`config.mk`:
```
export PLATFORM = sky130hd
export DESIGN_NAME = radio_seq_ctrl
export DESIGN_NICKNAME = d
export VERILOG_FILES = /design/src/rtl/radio_seq_pkg.sv /design/src/rtl/rsc_pin_sync.sv /design/src/rtl/rsc_wb_port.sv /design/src/rtl/radio_seq_ctrl.sv
export SDC_FILE = /design/constraint.sdc
export NUM_CORES = 1
export LEC_CHECK = 0
export BUFFER_PORTS_ARGS = -buffer_cell sky130_fd_sc_hd__buf_2
export CORE_ASPECT_RATIO = 0.6
export CORE_MARGIN = 5
export CORE_UTILIZATION = 50
export DETAILED_ROUTE_END_ITERATION = 8
export GPL_TIMING_DRIVEN = 0
export PLACE_DENSITY = 0.81
export RECOVER_POWER = 25
export SYNTH_ARGS = -nofsm -noshare
export SYNTH_HDL_FRONTEND = slang
export SYNTH_HIERARCHICAL = 1
export SYNTH_SLANG_ARGS = --single-unit
```
`constraint.sdc`:
```
create_clock -name clk -period 2.51 [get_ports clk]
set_input_delay 0.251 -clock clk [delete_from_list [all_inputs] [get_ports clk]]
set_output_delay 0.251 -clock clk [all_outputs]
set_load 0.02 [all_outputs]
```
`src/rtl/radio_seq_pkg.sv`:
```
package radio_seq_pkg;

    // word address width of the SPI master register file
    localparam int WB_AW = 3;

    // SPI master register addresses (its decoder depends on these)
    localparam logic [WB_AW-1:0] A_DAT0 = 3'd0;
    localparam logic [WB_AW-1:0] A_DAT1 = 3'd1;
    localparam logic [WB_AW-1:0] A_DAT2 = 3'd2;
    localparam logic [WB_AW-1:0] A_DAT3 = 3'd3;
    localparam logic [WB_AW-1:0] A_CTRL = 3'd4;
    localparam logic [WB_AW-1:0] A_DIV  = 3'd5;
    localparam logic [WB_AW-1:0] A_SEL  = 3'd6;

    // control word fields
    localparam int CB_LEN_W = 7;
    localparam int CB_RXNEG = 7;
    localparam int CB_TXNEG = 8;
    localparam int CB_LSB   = 9;
    localparam int CB_IE    = 10;
    localparam int CB_ASS   = 11;
    localparam int CB_GO    = 12;
    localparam int CW_W     = 32;

    typedef enum logic [4:0] {
        ST_IDLE, ST_DIV, ST_CTRL, ST_DAT0, ST_DAT1, ST_DAT2, ST_DAT3,
        ST_GO, ST_BUSY, ST_CSREL, ST_RB_PREP, ST_RB_CMD, ST_RB_READ,
        ST_LISTEN, ST_RX_CMD, ST_RX_READ, ST_TX_LOAD, ST_TX_FIRE
    } seq_state_e;

    // mode 0 framing: sample on rising, drive on falling, MSB first, auto select
    function automatic logic [CW_W-1:0] ctrl_word(input logic [CB_LEN_W-1:0] nbits,
                                                  input logic irq_en,
                                                  input logic go);
        logic [CW_W-1:0] w;
        w = '0;
        w[CB_LEN_W-1:0] = nbits;
        w[CB_RXNEG] = 1'b0;
        w[CB_TXNEG] = 1'b1;
        w[CB_LSB]   = 1'b0;
        w[CB_IE]    = irq_en;
        w[CB_ASS]   = 1'b1;
        w[CB_GO]    = go;
        return w;
    endfunction

endpackage

```
`src/rtl/rsc_pin_sync.sv`:
```
module rsc_pin_sync #(
    parameter int STAGES = 2,
    parameter bit EDGE   = 1'b0
) (
    input  logic clk,
    input  logic rst_n,
    input  logic pin_i,
    output logic sig_o
);
    logic [STAGES-1:0] sh_q;

    always_ff @(posedge clk or negedge rst_n) begin
        if (!rst_n) sh_q <= '0;
        else        sh_q <= {sh_q[STAGES-2:0], pin_i};
    end

    generate
        if (EDGE) begin : g_rise
            logic prev_q;
            always_ff @(posedge clk or negedge rst_n) begin
                if (!rst_n) prev_q <= 1'b0;
                else        prev_q <= sh_q[STAGES-1];
            end
            assign sig_o = sh_q[STAGES-1] & ~prev_q;
        end else begin : g_level
            assign sig_o = sh_q[STAGES-1];
        end
    endgenerate
endmodule

```
`src/rtl/rsc_wb_port.sv`:
```
module rsc_wb_port #(
    parameter int AW = 3,
    parameter int DW = 32
) (
    input  logic          clk,
    input  logic          rst_n,
    input  logic          req_i,
    input  logic          we_i,
    input  logic [AW-1:0] adr_i,
    input  logic [DW-1:0] wdat_i,
    output logic          done_o,
    output logic [DW-1:0] rdat_o,
    output logic          cyc_o,
    output logic          stb_o,
    output logic          we_o,
    output logic [AW-1:0] adr_o,
    output logic [DW-1:0] dat_o,
    input  logic [DW-1:0] dat_i,
    input  logic          ack_i
);
    always_ff @(posedge clk or negedge rst_n) begin
        if (!rst_n) begin
            cyc_o  <= 1'b0;
            we_o   <= 1'b0;
            adr_o  <= '0;
            dat_o  <= '0;
            done_o <= 1'b0;
            rdat_o <= '0;
        end else if (cyc_o) begin
            if (ack_i) begin
                cyc_o  <= 1'b0;
                done_o <= 1'b1;
                rdat_o <= dat_i;
            end
        end else begin
            done_o <= 1'b0;
            if (req_i && !done_o) begin
                cyc_o <= 1'b1;
                we_o  <= we_i;
                adr_o <= adr_i;
                dat_o <= wdat_i;
            end
        end
    end

    assign stb_o = cyc_o;
endmodule

```
`src/rtl/radio_seq_ctrl.sv`:
```
module radio_seq_ctrl
    import radio_seq_pkg::*;
#(
    parameter int              DW       = 32,
    parameter int              SYNC_STG = 2,
    parameter bit              USE_IRQ  = 1'b0,
    parameter logic [DW-1:0]   DIV_VAL  = 32'd4,
    parameter logic [6:0]      CFG_BITS = 7'd80,
    parameter logic [6:0]      RB_BITS  = 7'd16,
    parameter logic [6:0]      RX_BITS  = 7'd40,
    parameter logic [6:0]      TX_BITS  = 7'd48,
    parameter logic [7:0]      RB_CMD   = 8'h10,
    parameter logic [7:0]      RX_CMD   = 8'h24
) (
    input  logic              clk,
    input  logic              rst_n,
    input  logic              start_i,
    input  logic [4*DW-1:0]   cfg_frame_i,
    input  logic              tx_req_i,
    input  logic [DW-1:0]     tx_payload_i,
    output logic [DW-1:0]     rx_data_o,
    output logic              rx_valid_o,
    output logic [DW-1:0]     rb_data_o,
    output logic              rb_valid_o,
    input  logic              rf_dr_i,
    input  logic              rf_am_i,
    output logic              rf_pwr_up_o,
    output logic              rf_trx_ce_o,
    output logic              rf_tx_en_o,
    input  logic              spi_irq_i,
    output logic              wb_cyc_o,
    output logic              wb_stb_o,
    output logic              wb_we_o,
    output logic [WB_AW-1:0]  wb_adr_o,
    output logic [DW-1:0]     wb_dat_o,
    input  logic [DW-1:0]     wb_dat_i,
    input  logic              wb_ack_i
);
    seq_state_e st_q, st_d, ret_q, ret_d;
    logic [DW-1:0] pay_q, pay_d;

    logic              bus_req, bus_we, bus_done;
    logic [WB_AW-1:0]  bus_adr;
    logic [DW-1:0]     bus_wdat, bus_rdat;
    logic              dr_rise, am_lvl;
    logic [6:0]        go_bits;

    rsc_pin_sync #(.STAGES(SYNC_STG), .EDGE(1'b1)) u_dr_sync (
        .clk(clk), .rst_n(rst_n), .pin_i(rf_dr_i), .sig_o(dr_rise));

    rsc_pin_sync #(.STAGES(SYNC_STG), .EDGE(1'b0)) u_am_sync (
        .clk(clk), .rst_n(rst_n), .pin_i(rf_am_i), .sig_o(am_lvl));

    rsc_wb_port #(.AW(WB_AW), .DW(DW)) u_port (
        .clk(clk), .rst_n(rst_n),
        .req_i(bus_req), .we_i(bus_we), .adr_i(bus_adr), .wdat_i(bus_wdat),
        .done_o(bus_done), .rdat_o(bus_rdat),
        .cyc_o(wb_cyc_o), .stb_o(wb_stb_o), .we_o(wb_we_o),
        .adr_o(wb_adr_o), .dat_o(wb_dat_o), .dat_i(wb_dat_i), .ack_i(wb_ack_i));

    // state register
    always_ff @(posedge clk or negedge rst_n) begin
        if (!rst_n) begin
            st_q  <= ST_IDLE;
            ret_q <= ST_IDLE;
            pay_q <= '0;
        end else begin
            st_q  <= st_d;
            ret_q <= ret_d;
            pay_q <= pay_d;
        end
    end

    // next state
    always_comb begin
        st_d  = st_q;
        ret_d = ret_q;
        pay_d = pay_q;
        unique case (st_q)
            ST_IDLE:    if (start_i)  st_d = ST_DIV;
            ST_DIV:     if (bus_done) st_d = ST_CTRL;
            ST_CTRL:    if (bus_done) st_d = ST_DAT0;
            ST_DAT0:    if (bus_done) st_d = ST_DAT1;
            ST_DAT1:    if (bus_done) st_d = ST_DAT2;
            ST_DAT2:    if (bus_done) st_d = ST_DAT3;
            ST_DAT3:    if (bus_done) begin st_d = ST_GO; ret_d = ST_RB_PREP; end
            ST_GO:      if (bus_done) st_d = ST_BUSY;
            ST_BUSY: begin
                if (USE_IRQ) begin
                    if (spi_irq_i) st_d = ST_CSREL;
                end else if (bus_done && !bus_rdat[CB_GO]) begin
                    st_d = ST_CSREL;
                end
            end
            ST_CSREL:   if (bus_done) st_d = ret_q;
            ST_RB_PREP: if (bus_done) st_d = ST_RB_CMD;
            ST_RB_CMD:  if (bus_done) begin st_d = ST_GO; ret_d = ST_RB_READ; end
            ST_RB_READ: if (bus_done) st_d = ST_LISTEN;
            ST_LISTEN: begin
                if (dr_rise && am_lvl) begin
                    st_d = ST_RX_CMD;
                end else if (tx_req_i) begin
                    st_d  = ST_TX_LOAD;
                    pay_d = tx_payload_i;
                end
            end
            ST_RX_CMD:  if (bus_done) begin st_d = ST_GO; ret_d = ST_RX_READ; end
            ST_RX_READ: if (bus_done) st_d = ST_RB_PREP;
            ST_TX_LOAD: if (bus_done) begin st_d = ST_GO; ret_d = ST_TX_FIRE; end
            ST_TX_FIRE: if (dr_rise)  st_d = ST_LISTEN;
            default:    st_d = ST_IDLE;
        endcase
    end

    // bit count of the exchange the shared tail is running
    always_comb begin
        unique case (ret_q)
            ST_RB_PREP: go_bits = CFG_BITS;
            ST_RB_READ: go_bits = RB_BITS;
            ST_RX_READ: go_bits = RX_BITS;
            default:    go_bits = TX_BITS;
        endcase
    end

    // outputs
    always_comb begin
        bus_req     = 1'b0;
        bus_we      = 1'b1;
        bus_adr     = A_CTRL;
        bus_wdat    = '0;
        rf_pwr_up_o = 1'b1;
        rf_trx_ce_o = 1'b0;
        rf_tx_en_o  = 1'b0;
        unique case (st_q)
            ST_IDLE:    rf_pwr_up_o = 1'b0;
            ST_DIV:     begin bus_req = 1'b1; bus_adr = A_DIV; bus_wdat = DIV_VAL; end
            ST_CTRL:    begin bus_req = 1'b1; bus_wdat = DW'(ctrl_word(CFG_BITS, USE_IRQ, 1'b0)); end
            ST_DAT0:    begin bus_req = 1'b1; bus_adr = A_DAT0; bus_wdat = cfg_frame_i[0*DW +: DW]; end
            ST_DAT1:    begin bus_req = 1'b1; bus_adr = A_DAT1; bus_wdat = cfg_frame_i[1*DW +: DW]; end
            ST_DAT2:    begin bus_req = 1'b1; bus_adr = A_DAT2; bus_wdat = cfg_frame_i[2*DW +: DW]; end
            ST_DAT3:    begin bus_req = 1'b1; bus_adr = A_DAT3; bus_wdat = cfg_frame_i[3*DW +: DW]; end
            ST_GO:      begin bus_req = 1'b1; bus_wdat = DW'(ctrl_word(go_bits, USE_IRQ, 1'b1)); end
            ST_BUSY:    begin bus_req = !USE_IRQ; bus_we = 1'b0; end
            ST_CSREL:   begin bus_req = 1'b1; bus_adr = A_SEL; end
            ST_RB_PREP: begin bus_req = 1'b1; bus_wdat = DW'(ctrl_word(RB_BITS, USE_IRQ, 1'b0)); end
            ST_RB_CMD:  begin bus_req = 1'b1; bus_adr = A_DAT0; bus_wdat = DW'(RB_CMD); end
            ST_RB_READ: begin bus_req = 1'b1; bus_we = 1'b0; bus_adr = A_DAT0; end
            ST_LISTEN:  rf_trx_ce_o = 1'b1;
            ST_RX_CMD:  begin bus_req = 1'b1; bus_adr = A_DAT0; bus_wdat = DW'(RX_CMD); end
            ST_RX_READ: begin bus_req = 1'b1; bus_we = 1'b0; bus_adr = A_DAT0; end
            ST_TX_LOAD: begin bus_req = 1'b1; bus_adr = A_DAT0; bus_wdat = pay_q; end
            ST_TX_FIRE: begin rf_trx_ce_o = 1'b1; rf_tx_en_o = 1'b1; end
            default:    rf_pwr_up_o = 1'b0;
        endcase
    end

    // captured read results
    always_ff @(posedge clk or negedge rst_n) begin
        if (!rst_n) begin
            rx_data_o  <= '0;
            rx_valid_o <= 1'b0;
            rb_data_o  <= '0;
            rb_valid_o <= 1'b0;
        end else begin
            rx_valid_o <= (st_q == ST_RX_READ) && bus_done;
            rb_valid_o <= (st_q == ST_RB_READ) && bus_done;
            if ((st_q == ST_RX_READ) && bus_done) rx_data_o <= bus_rdat;
            if ((st_q == ST_RB_READ) && bus_done) rb_data_o <= bus_rdat;
        end
    end
endmodule

```
-- Yosys cells after proc, flatten, opt, wreduce, memory -nomap -nowiden
Index checks and enable logic that the tools add are counted.
- register bits: 183
- input port bits: 200
- output and inout bits: 107
- word-level logic and storage cells: 114
- equality and inequality tests: 40
- mux-type cells: 34
- bitwise logic cells: 4
- reductions and logical operators: 20
- operator list (cell ; number):
    $pmux W32 S11 ; 1
    $mux W5 ; 19
    $pmux W5 S15 ; 1
    $eq A5 B4 Y1 const B ; 11
    $ne A2 B1 Y1 const B ; 15
    $pmux W7 S3 ; 1
    $eq A5 B3 Y1 const B ; 4
    $pmux W5 S4 ; 1
    $pmux W3 S6 ; 1
    $reduce_or A17 Y1 ; 1
    $reduce_and A15 Y1 ; 1
    $reduce_or A15 Y1 ; 1
    $eq A5 B2 Y1 const B ; 2
    $eq A5 B5 Y1 const B ; 2
    $mux W1 ; 10
    $ne A2 B2 Y1 const B ; 4
    $reduce_or A6 Y1 ; 1
    $eq A5 B1 Y1 const B ; 1
    $logic_and A1 B1 Y1 ; 5
    $logic_not A5 Y1 ; 1
    $reduce_and A5 Y1 ; 1
    $reduce_and A2 Y1 ; 2
    $reduce_bool A4 Y1 ; 1
    $reduce_or A4 Y1 ; 1
    other kinds (7) ; 10

-- Logic depth before layout (Yosys ltp)
- depth after elaboration: 6
- depth in mapped cells: 9
- mapped depth without buffers: 6

-- Cells and area by module
Netlist, hierarchy kept.
- modules (own cells, without submodules) (module ; times used ; cells an instance ; area each (µm²) ; seq. area each (µm²)):
    radio_seq_ctrl ; 1 ; 481 ; 5683.0 ; 2702.6
    rsc_wb_port ; 1 ; 151 ; 2655.0 ; 1751.7
    rsc_pin_sync (u_dr_sync) ; 1 ; 4 ; 88.8 ; 75.1
    rsc_pin_sync (u_am_sync) ; 1 ; 2 ; 50.0 ; 50.0

-- Least setup slack after synthesis
No wires, ideal clock.
- path kind: reg-to-reg
- start: register st_q[1]
- end: register u_port.adr_o[0]
- setup time: 0.125 ns
- arrival: 2.103 ns
- required time: 2.385 ns
- path slack: 0.282 ns
- cell stages (with the launch flop): 10
- path buffers: 5
- clock period less this slack: 2.228 ns
- cell sequence: dfrtp_1 buf_2 clkbuf_1 buf_2 nor4_1 o22a_1 nor3b_2 buf_6 buf_12 mux2_2
- word-level cells in the longest chain between the ends: 5
- elaborated cells between the ends (all ways): 21
- classes of those cells: eq/ne (15); mux (2); reduce/logical (4)
- ends and longest elaborated chain (what ; RTL line ; RTL):
    from (decl) ; radio_seq_ctrl.sv:39 ; seq_state_e st_q, st_d, ret_q, ret_d;
    from (signal assigned) ; radio_seq_ctrl.sv:68 ; st_q <= st_d;
    $eq A5 B4 Y1 (tied with other cells) ; radio_seq_ctrl.sv:134 ; unique case (st_q)
    $reduce_or A15 Y1 (no source line) (*) ; -- ;
    $mux W1 (*) ; radio_seq_ctrl.sv:134 ;
    via bus_req ; radio_seq_ctrl.sv:42 ; logic bus_req, bus_we, bus_done;
    $logic_and A1 B1 Y1 (*) ; rsc_wb_port.sv:37 ; if (req_i && !done_o) begin
    $reduce_and A2 Y1 (no source line) (*) ; -- ;
    to (signal assigned) ; rsc_wb_port.sv:40 ; adr_o <= adr_i;
    to (decl) ; rsc_wb_port.sv:16 ; output logic [AW-1:0] adr_o,
The timed path passes the listed nets; every way through them passes the cells marked *.
A chain may end at the register's enable or synchronous reset.

-- Worst setup path in the final report
- start: register st_q[1]
- end: register u_port.dat_o[4]
- word-level cells in the longest chain between the ends: 5
- elaborated cells between the ends (all ways): 20
- classes of those cells: eq/ne (15); mux (2); reduce/logical (3)
- ends and longest elaborated chain (what ; RTL line ; RTL):
    $eq A5 B4 Y1 (tied with other cells) ; radio_seq_ctrl.sv:134 ;
    $reduce_or A15 Y1 (no source line) (*) ; -- ;
    $mux W1 (*) ; radio_seq_ctrl.sv:134 ;
    via bus_req ; radio_seq_ctrl.sv:42 ;
    $logic_and A1 B1 Y1 (*) ; rsc_wb_port.sv:37 ;
    $reduce_and A2 Y1 (no source line) (*) ; -- ;
    to (signal assigned) ; rsc_wb_port.sv:41 ; dat_o <= wdat_i;
    to (decl) ; rsc_wb_port.sv:17 ; output logic [DW-1:0] dat_o,
Marks and branches as above.

==> out/metrics.csv <==
stage,metric,value,unit
drt,routed length per instance,21.3,um
layout,nets,1168,
synthesis,sequential area share after synthesis,0.540,
clocking,clk root buf,clkbuf_16,
hold_path,HP Class,in -> reg,
floorplan,Die ar.,0.0197,mm2
drt,routed vias/inst,5.67,
layout,layout cells sized above 1,0.536,
critical_path,CP Class,reg -> reg,
floorplan,initial core utilization,0.516,
critical_path,Crit. End Element,flop,
synthesis,synth unique cells,61,
synthesis,ys flop type,dfrtp_1,
drt,Post-Route WL,25.7,mm
critical_path,flop-to-flop setup slack,0.07,ns
critical_path,CP arrival,2.74,ns
layout,Layout fillers,1289,
drt,vias,6848,
hold_path,hold path depth,2,
drt,metal2 WL,11.7,mm
floorplan,I/O pin count,307,
drt,DR iter-0 viols,798,
sta,max_slew headroom,0.522,
hold_path,hold path start,wb_dat_i[21],
global_route,initial antenna violation count,1,
layout,Final Util,0.665,
global_route,first-pass GRT wire length,39.1,mm
sta,hold slack,0.0455,ns
clocking,CTS Buf Count,17,
sta,Worst Tran Pin Value,0.717,ns
global_route,GRT Total Usage,0.252,
drt,first-pass iteration count of the detailed router,9,
synthesis,asr flop ratio synth,1.00,
floorplan,core region area,0.0164,mm2
critical_path,Worst R2R Start,st_q[1],
clocking,Longest Clk Path Bufs,2,
global_route,remaining global-route overflow,0,
sta,clock skew,0.0191,ns
synthesis,Post-synth EDFFs,0,
clocking,Worst-Skew Late Latency,0.43,ns
synthesis,post-synthesis cell area,0.00848,mm2
synthesis,flip-flop and latch count after synthesis,183,
critical_path,nature of the critical path startpoint,flop,
power_and_ir_drop,P per Cell Area,1190,mW/mm2
critical_path,Setup crit start,st_q[1],
place,routability cong.,0.978,
hold_path,Hold EP,u_port/rdat_o[21],
synthesis,post-synthesis net count,838,
sta,setup_tns,0,ns
global_route,largest net degree at the start of global routing,112,
synthesis,Gate Count Post-Synth,638,
sta,fin crit share,0.971,
floorplan,Die Height,111,um
sta,Final setup violation count,0,
clocking,CTS tree,yes,
place,placed wire-length estimate,19.8,mm
drt,Metal-1 WL,11.1,mm
drt,top sig layer,met5,
critical_path,Reg2Reg Depth,9,
sta,final hold violations,0,
floorplan,Die W,178,um
flow_run,max cap viols,0,
synthesis,average cell area after synthesis,13.3,um2
place,Port-buffer cells,305,
clocking,Clock transition at path regs,0.08,ns
critical_path,CP required,2.82,ns
sta,crit path time final,2.44,ns
power_and_ir_drop,maximum VDD drop,0.522,mV
floorplan,# rows,36,
power_and_ir_drop,P_leak,5.62,nW
drt,Routed met3 length,2.49,mm
drt,Final ANT Viol Nets,0,
sta,fmax,410,MHz
layout,area grow syn2layout,29.0,%
layout,Ant. Diodes,0,
layout,"commonest non-fill, non-tap cell in the layout",buf_2,
global_route,vias in the first global route,6883,
clocking,CTS Sinks,183,
critical_path,CP Max Fanout,10,
clocking,H-tree depth,4,
critical_path,reg-to-reg endpoint,u_port/dat_o[4],
sta,"Slew Viols, Final",0,
status,outcome,completed,
drt,DRC errors left,0,
layout,"commonest cells after routing, fill and taps aside","buf_2, dfrtp_1, mux2_2, nand2_1, clkbuf_1",
synthesis,Ys Warns,6,
report_power, final:
part / leakage (nW) / switching [mW] / internal (mW)
clock: 0.278 / 1.28 / 1.33
combinational: 2.98 / 2.99 / 2.59
sequential: 2.36 / 0.760 / 4.08
cell families (layout without fill, tap and decap cells):
kind of cell / count (synthesis) / after routing / synth area share
DFF: 183 / 183 / 0.540
muxes: 170 / 170 / 0.240
AOI/OAI and AO/OA: 114 / 114 / 0.103
and+or+nand+nor: 113 / 113 / 0.0716
buffers and inverters: 56 / 398 / 0.0438
xor gates and xnor gates: 2 / 2 / 0.00207
worst max path at each step:
stage | endpoint | slack [ns] | cells past startpoint
final | u_port/dat_o[4] | 0.07 | 9
after global placement | pay_q[8] | -1.69 | 1
after floorplan | u_port/adr_o[0] | 0.28 | 9
after CTS | u_port/dat_o[24] | 0.003 | 9
after global routing | u_port/dat_o[24] | -0.008 | 9
after detailed placement | u_port/dat_o[10] | -0.08 | 9
routing by layer:
layer  vias to the layer above  track usage
li1                       3043            -
met1                      3391        0.365
met2                       373        0.388
met3                        39       0.0613
met4                         2       0.0546
met5                         -            0
what timing repair did:
action / 4_1_cts / 5_1_grt
hold endpoints to repair: 74 / 0
buffers inserted: 0 / 2
endpoints found under the setup margin: 30 / 30
resized for setup: 2 / 14
hold buffers: 3 / 0
flip-flops by register name, indices dropped and copies added, names as in the netlist, 2 cells and up:
| signal | count |
|---|---|
| pay_q | 32 |
| rb_data_o | 32 |
| rx_data_o | 32 |
| u_port/dat_o | 32 |
| u_port/rdat_o | 32 |
| ret_q | 5 |
| st_q | 5 |
| u_port/adr_o | 3 |
| u_am_sync/sh_q | 2 |
| u_dr_sync/sh_q | 2 |
stage by stage:
stage / power [mW] / cells / setup WS (ns) / cell area (um2)
2_1_floorplan: 8.48 / 638 / 0.282 / 8480
3_3_place_gp: 10.2 / 1171 / -1.69 / 10300
3_5_place_dp: 10.3 / 1172 / -0.0756 / 10300
5_1_grt: 13.7 / 1208 / -0.00779 / 10900
6_report: 13.0 / 1208 / 0.0733 / 10900
4_1_cts: 12.9 / 1206 / 0.00335 / 10900
cell usage after synthesis (4+ instances only):
library cell,n,area [um2]
mux2_2,132,1490
nor3_1,8,40.0
dfrtp_1,183,4580
buf_2,18,90.1
nand2b_1,7,43.8
o21ai_0,13,65.1
nor2_1,14,52.6
mux2_4,32,480
a222oi_1,24,240
inv_1,6,22.5
nand3_1,8,40.0
nand4_1,4,25.0
a22oi_1,37,278
buf_4,8,60.1
nor2b_1,5,31.3
clkbuf_1,10,37.5
nand2_1,45,169
buf_6,8,90.1
a21oi_1,13,65.1
final cells by class:
| cell class | count | area, um2 | area share |
|---|---|---|---|
| tap | 228 | 285 | 0.0261 |
| clock buffer | 17 | 425 | 0.0389 |
| buffer | 49 | 358 | 0.0327 |
| sequential | 183 | 4580 | 0.419 |
| clock inverter | 14 | 155 | 0.0142 |
| timing repair buffer | 311 | 1580 | 0.144 |
| inverter | 7 | 26.3 | 0.00240 |
| multi-input combinational | 399 | 3530 | 0.323 |
worst max-delay path, cell delays in order, from the launching register on:
cell and delay, ns:
dfrtp_1 0.38, buf_2 0.21, clkbuf_4 0.22, buf_2 0.21, nor4_2 0.28, o22a_1 0.18, nor3b_2 0.17, buf_6 0.18
buf_12 0.15, mux2_2 0.34
(Power assumes the default switching activity.)
